===== src/rtl/prot_pkg.sv =====
package prot_pkg;

    typedef enum logic [1:0] {
        XF_SHL   = 2'd0,
        XF_SHR   = 2'd1,
        XF_NSWAP = 2'd2,
        XF_REV   = 2'd3
    } xf_cmd_e;

    localparam int unsigned OPND_W = 8;

    typedef struct packed {
        logic [OPND_W-1:0] opnd;
        xf_cmd_e           sel;
    } xf_regs_t;

endpackage


===== src/rtl/prot_decode.sv =====
module prot_decode #(
    parameter int unsigned          ADDR_W   = 24,
    parameter int unsigned          WIN_LOG2 = 21,
    parameter logic [ADDR_W-1:0]    WIN_BASE = 24'h600000,
    parameter int unsigned          LOW_LOG2 = 20
) (
    input  logic              bus_sel,
    input  logic              bus_we,
    input  logic [ADDR_W-1:0] bus_addr,
    output logic              rd_hit,
    output logic              sel_wr,
    output logic              opnd_wr,
    output logic              bank_wr,
    output logic              low_win
);
    localparam int unsigned HALF_BIT = WIN_LOG2 - 1;

    logic in_win;
    logic wr_win;

    always_comb begin
        in_win  = (bus_addr[ADDR_W-1:WIN_LOG2] == WIN_BASE[ADDR_W-1:WIN_LOG2]);
        wr_win  = bus_sel && bus_we && in_win;
        rd_hit  = bus_sel && !bus_we && in_win;
        sel_wr  = wr_win && !bus_addr[HALF_BIT] && bus_addr[1];
        opnd_wr = wr_win && !bus_addr[HALF_BIT] && !bus_addr[1];
        bank_wr = wr_win && bus_addr[HALF_BIT];
        low_win = (bus_addr[ADDR_W-1:LOW_LOG2] == '0);
    end

endmodule


===== src/rtl/prot_xform.sv =====
module prot_xform
    import prot_pkg::*;
#(
    parameter int unsigned W = OPND_W
) (
    input  logic [W-1:0] din,
    input  xf_cmd_e      sel,
    output logic [W-1:0] dout
);
    localparam int unsigned HALF = W / 2;

    logic [W-1:0] rev;

    generate
        for (genvar i = 0; i < W; i++) begin : g_rev
            assign rev[i] = din[W-1-i];
        end
    endgenerate

    always_comb begin
        unique case (sel)
            XF_SHL:   dout = {din[W-2:0], 1'b0};
            XF_SHR:   dout = {1'b0, din[W-1:1]};
            XF_NSWAP: dout = {din[HALF-1:0], din[W-1:HALF]};
            XF_REV:   dout = rev;
            default:  dout = '0;
        endcase
    end

endmodule


===== src/rtl/prot_bank.sv =====
module prot_bank #(
    parameter int unsigned ADDR_W     = 24,
    parameter int unsigned BANK_SHIFT = 15,
    parameter int unsigned GUARD_LOG2 = 16,
    parameter int unsigned D_W        = 8
) (
    input  logic              clk,
    input  logic              rst_n,
    input  logic              bank_wr,
    input  logic [D_W-1:0]    wdata,
    input  logic [ADDR_W:0]   rom_bytes,
    output logic [ADDR_W-1:0] base_q
);
    localparam int unsigned EXT_W = ADDR_W + 2;
    localparam logic [EXT_W-1:0] GUARD = EXT_W'(1) << GUARD_LOG2;

    logic [EXT_W-1:0]  cand;
    logic [EXT_W-1:0]  need;
    logic              fits;
    logic [ADDR_W-1:0] base_d;

    always_comb begin
        cand   = {{(EXT_W-D_W){1'b0}}, wdata} << BANK_SHIFT;
        need   = cand + GUARD;
        fits   = need < {1'b0, rom_bytes};
        base_d = base_q;
        if (bank_wr && fits) begin
            base_d = cand[ADDR_W-1:0];
        end
    end

    always_ff @(posedge clk or negedge rst_n) begin
        if (!rst_n) begin
            base_q <= '0;
        end else begin
            base_q <= base_d;
        end
    end


    bank_take_chk: assert property (@(posedge clk) disable iff (!rst_n)
        bank_wr && ((({{(EXT_W-D_W){1'b0}}, wdata} << BANK_SHIFT) + GUARD) < {1'b0, rom_bytes})
        |=> base_q == ADDR_W'($past(wdata)) << BANK_SHIFT)
        else $error("bank_take_chk");


    bank_hold_chk: assert property (@(posedge clk) disable iff (!rst_n)
        !(bank_wr && ((({{(EXT_W-D_W){1'b0}}, wdata} << BANK_SHIFT) + GUARD) < {1'b0, rom_bytes}))
        |=> $stable(base_q))
        else $error("bank_hold_chk");

endmodule


===== src/rtl/prot_xform_bank.sv =====
module prot_xform_bank
    import prot_pkg::*;
#(
    parameter int unsigned       ADDR_W     = 24,
    parameter int unsigned       WIN_LOG2   = 21,
    parameter logic [ADDR_W-1:0] WIN_BASE   = 24'h600000,
    parameter int unsigned       LOW_LOG2   = 20,
    parameter int unsigned       BANK_SHIFT = 15,
    parameter int unsigned       GUARD_LOG2 = 16
) (
    input  logic              clk,
    input  logic              rst_n,
    input  logic              bus_sel,
    input  logic              bus_we,
    input  logic [ADDR_W-1:0] bus_addr,
    input  logic [7:0]        bus_wdata,
    output logic [7:0]        bus_rdata,
    input  logic [ADDR_W:0]   rom_bytes,
    output logic [ADDR_W-1:0] rom_addr
);
    logic rd_hit;
    logic sel_wr;
    logic opnd_wr;
    logic bank_wr;
    logic low_win;

    xf_regs_t          regs_d;
    xf_regs_t          regs_q;
    logic [7:0]        xf_out;
    logic [ADDR_W-1:0] base_q;

    prot_decode #(
        .ADDR_W   (ADDR_W),
        .WIN_LOG2 (WIN_LOG2),
        .WIN_BASE (WIN_BASE),
        .LOW_LOG2 (LOW_LOG2)
    ) u_decode (
        .bus_sel  (bus_sel),
        .bus_we   (bus_we),
        .bus_addr (bus_addr),
        .rd_hit   (rd_hit),
        .sel_wr   (sel_wr),
        .opnd_wr  (opnd_wr),
        .bank_wr  (bank_wr),
        .low_win  (low_win)
    );

    prot_xform #(
        .W (OPND_W)
    ) u_xform (
        .din  (regs_q.opnd),
        .sel  (regs_q.sel),
        .dout (xf_out)
    );

    prot_bank #(
        .ADDR_W     (ADDR_W),
        .BANK_SHIFT (BANK_SHIFT),
        .GUARD_LOG2 (GUARD_LOG2),
        .D_W        (OPND_W)
    ) u_bank (
        .clk       (clk),
        .rst_n     (rst_n),
        .bank_wr   (bank_wr),
        .wdata     (bus_wdata),
        .rom_bytes (rom_bytes),
        .base_q    (base_q)
    );

    always_comb begin
        regs_d = regs_q;
        if (sel_wr) begin
            regs_d.sel = xf_cmd_e'(bus_wdata[1:0]);
        end
        if (opnd_wr) begin
            regs_d.opnd = bus_wdata;
        end
        bus_rdata = rd_hit ? xf_out : 8'h00;
        rom_addr  = low_win ? (bus_addr | base_q) : bus_addr;
    end

    always_ff @(posedge clk or negedge rst_n) begin
        if (!rst_n) begin
            regs_q <= '{opnd: '0, sel: XF_SHL};
        end else begin
            regs_q <= regs_d;
        end
    end


    sel_hold_chk: assert property (@(posedge clk) disable iff (!rst_n)
        !sel_wr |=> $stable(regs_q.sel))
        else $error("sel_hold_chk");


    opnd_load_chk: assert property (@(posedge clk) disable iff (!rst_n)
        opnd_wr |=> regs_q.opnd == $past(bus_wdata))
        else $error("opnd_load_chk");


    one_target_chk: assert property (@(posedge clk) disable iff (!rst_n)
        $onehot0({sel_wr, opnd_wr, bank_wr}))
        else $error("one_target_chk");


    rd_quiet_chk: assert property (@(posedge clk) disable iff (!rst_n)
        !rd_hit |-> bus_rdata == 8'h00)
        else $error("rd_quiet_chk");


    perm_pop_chk: assert property (@(posedge clk) disable iff (!rst_n)
        rd_hit && regs_q.sel[1] |-> $countones(bus_rdata) == $countones(regs_q.opnd))
        else $error("perm_pop_chk");


    low_keep_chk: assert property (@(posedge clk) disable iff (!rst_n)
        low_win |-> (rom_addr & bus_addr) == bus_addr)
        else $error("low_keep_chk");

endmodule


===== config.mk =====
export PLATFORM = sky130hd
export DESIGN_NAME = prot_xform_bank
export DESIGN_NICKNAME = d
export VERILOG_FILES = /design/src/rtl/prot_pkg.sv /design/src/rtl/prot_decode.sv /design/src/rtl/prot_xform.sv /design/src/rtl/prot_bank.sv /design/src/rtl/prot_xform_bank.sv
export SDC_FILE = /design/constraint.sdc
export NUM_CORES = 1
export LEC_CHECK = 0
export BUFFER_PORTS_ARGS = -buffer_cell sky130_fd_sc_hd__buf_4
export CAP_MARGIN = 20
export CORE_MARGIN = 4
export CORE_UTILIZATION = 25
export DETAILED_ROUTE_END_ITERATION = 7
export MAX_ROUTING_LAYER = met4
export SLEW_MARGIN = 20
export SYNTH_ARGS = -nofsm -noshare
export SYNTH_HDL_FRONTEND = slang
export SYNTH_SLANG_ARGS = --single-unit

===== constraint.sdc =====
create_clock -name clk -period 4.3 [get_ports clk]
set_input_delay 0.86 -clock clk [delete_from_list [all_inputs] [get_ports clk]]
set_output_delay 0.86 -clock clk [all_outputs]
set_load 0.005 [all_outputs]

==> results.json <==
{
  "status": "complete, no violations",
  "setup-violations-final": 0,
  "cts_resized": 0,
  "syn2layout_area_growth_pct": 32.6,
  "power_mw": 0.516,
  "clock_skew_ns": 0,
  "viasPerCell": 4.60,
  "slew_headroom_pct": 55.1,
  "numClockSinks": 18,
  "hold_viol": 0,
  "worstPathArrival_ns": 2.19,
  "io_buffer_count": 64,
  "dieArea_mm2": 0.00753,
  "synth_nets": 221,
  "path_buf_inv": 2,
  "core_area_mm2": 0.00596,
  "post-place-cells": 271,
  "yosys_warnings": 0,
  "ys_seq_area_share_pct": 29.0,
  "rows": 28,
  "p_per_area_mw_per_mm2": 251,
  "path_clk_slew_ns": 0.07,
  "fin_crit_ns": 3.05,
  "max_freq_mhz": 328,
  "clk_path_buf_depth": 2,
  "worst_pin_slew_ns": 0.669,
  "rsz0062_at_grt": "false",
  "grt_overflow": 0,
  "routed_wl_um": 3790,
  "synth_edf_count": 0,
  "yosys-top-cells-area": "dfrtp_1 (29%), mux2_2 (12%), ha_1 (8.1%)",
  "layout.nets": 272,
  "post-dp-hpwl_um": 3220,
  "synthMostInstantiatedCell": "dfrtp_1",
  "cp_slowest_cell": "or4b_2",
  "crit_family": "simple AND/OR/NAND/NOR gates",
  "reg2reg_slack_ns": 3.29,
  "cp_max_fo": 8,
  "grt_pass1_wl_um": 6090,
  "leakage_nw": 1.05,
  "track_usage_pct": 10.5,
  "cp-end-kind": "primary output",
  "crit_type": "in2out",
  "critPathRequiredTime_ns": 3.44,
  "gp_congestion": 0.734,
  "drc": 0,
  "synth.ff_latch_count": 18,
  "postCtsSetupRepairBufs": 0,
  "grt_max_degree": 19,
  "wire_per_inst_um": 13.8,
  "firstDrtPassIters": 4,
  "diodes": 0,
  "drt_iter0_drc": 51,
  "final_max_slew_viol_count": 0,
  "syn_inst": 150,
  "cp-start-kind": "primary input",
  "final_core_util_pct": 34.5,
  "cts_tree": "yes",
  "syn_avg_cell_area_um2": 10.3,
  "grt_pass1_vias": 1338,
  "ir_drop_mv": 0.144,
  "vias": 1265,
  "ys_async_sr_fraction_pct": 100,
  "layoutNonFillerInstCount": 275,
  "cp_slowest_stage_delay_ns": 0.80,
  "finalCritPeriodShare_pct": 70.9,
  "start_util_pct": 26.1,
  "crit_chain": "buf_4 > or4b_2 > a211oi_1 > buf_4",
  "antenna_found_initial": 0,
  "drive_above_1_share_pct": 50.0,
  "ys_types": 31,
  "setup_tns_ns": 0,
  "syn_area_mm2": 0.00155,
  "yosysTopAreaCell": "dfrtp_1",
  "min_path_type": "in2async",
  "max_cap_viol_count": 0,
  "synth_common_cells": "dfrtp_1 (18), buf_4 (16), mux2_2 (16)",
  "clockRootBuffer": "clkbuf_8",
  "clk_latency_ns": 0.25,
  "drt.antenna.violating_nets": 0,
  "h-tree-depth": 1,
  "cts_buffers": 3,
  "synth_top_area_share_pct": 29.0,
  "cpMostUsedCell": "buf_4",
  "hold_buffers": 0,
  "ys.flop_type": "dfrtp_1",
  "die_w_um": 86.8,
  "dieHeight_um": 86.8,
  "pin_count": 93
}
[logic make-up (layout without fill, tap and decap cells)]
family | Yosys count | in the layout | synth area share (%)
buffers and inverters | 31 | 81 | 11.4
XOR/XNOR | 5 | 5 | 2.82
flip-flops | 18 | 18 | 29.0
adder cells (fa/ha/maj) | 10 | 10 | 8.06
AO/OA/AOI/OAI | 22 | 22 | 11.5
AND/OR/NAND/NOR | 39 | 39 | 16.0
multiplexers | 25 | 25 | 21.3
[through the flow]
step	area [µm²]	hold WS, ns	setup WS [ns]
2_1_floorplan	1550	0.479	1.33
3_3_place_gp	2000	0.490	1.06
3_5_place_dp	2000	0.504	0.990
4_1_cts	2060	0.466	1.23
5_1_grt	2060	0.479	1.16
6_report	2060	0.460	1.25
[layout make-up]
| class | instances | area (µm²) |
|---|---|---|
| clock buffer | 4 | 55.1 |
| fill | 627 | 3900 |
| inverter | 12 | 45.0 |
| multi-input combinational | 101 | 925 |
| sequential | 18 | 450 |
| tap | 75 | 93.8 |
| timing repair buffer | 65 | 488 |
[where the power goes]
| group | internal (mW) | switching (mW) |
|---|---|---|
| Clock | 0.0814 | 0.0564 |
| Sequential | 0.197 | 0.0328 |
| Combinational | 0.0941 | 0.0545 |
[cells in the final DEF, fill, tap and decap left out, types with 2 or more instances in the layout]
cell      netlist  layout
ha_1           10      10
nor4_1          4       4
a211oi_1        4       4
inv_1          12      12
mux2_2         16      16
nand3_1         5       5
nor2b_1         5       5
mux2i_1         3       3
xor2_1          2       2
xnor2_1         3       3
a21o_1          6       6
mux2_4          2       2
a21oi_1         8       8
buf_4          16      65
mux4_2          4       4
dfrtp_1        18      18
clkbuf_8        0       4
nor2_1          7       7
nand2_1        10      10
[routing by layer]
layer	vias up	track usage (%)	wire length [µm]
met1	590	13.7	1710
met5	-	-	0
li1	619	-	-
met2	56	16.6	1770
met3	0	2.85	309
met4	0	1.56	0
[registers in the layout, summed over array words and instances (netlist names)]
| register | flops |
|---|---|
| regs_q | 10 |
| u_bank.base_q | 8 |
[path summary, 6_finish.rpt]
| path | end | from | cells past startpoint |
|---|---|---|---|
| worst max-delay path | bus_rdata[4] | bus_we | 4 |
| worst min register to register | u_bank.base_q[20]$_DFFE_PN0P_ | u_bank.base_q[20]$_DFFE_PN0P_ | 1 |
| min in group clk | u_bank.base_q[20]$_DFFE_PN0P_ | u_bank.base_q[20]$_DFFE_PN0P_ | 1 |
| max in group asynchronous | regs_q[2]$_DFFE_PN0P_ | rst_n | 1 |
| worst max register to register | regs_q[0]$_DFFE_PN0P_ | regs_q[0]$_DFFE_PN0P_ | 1 |
| worst min-delay path | regs_q[0]$_DFFE_PN0P_ | rst_n | 1 |
Power figures use the tool's default switching activity.
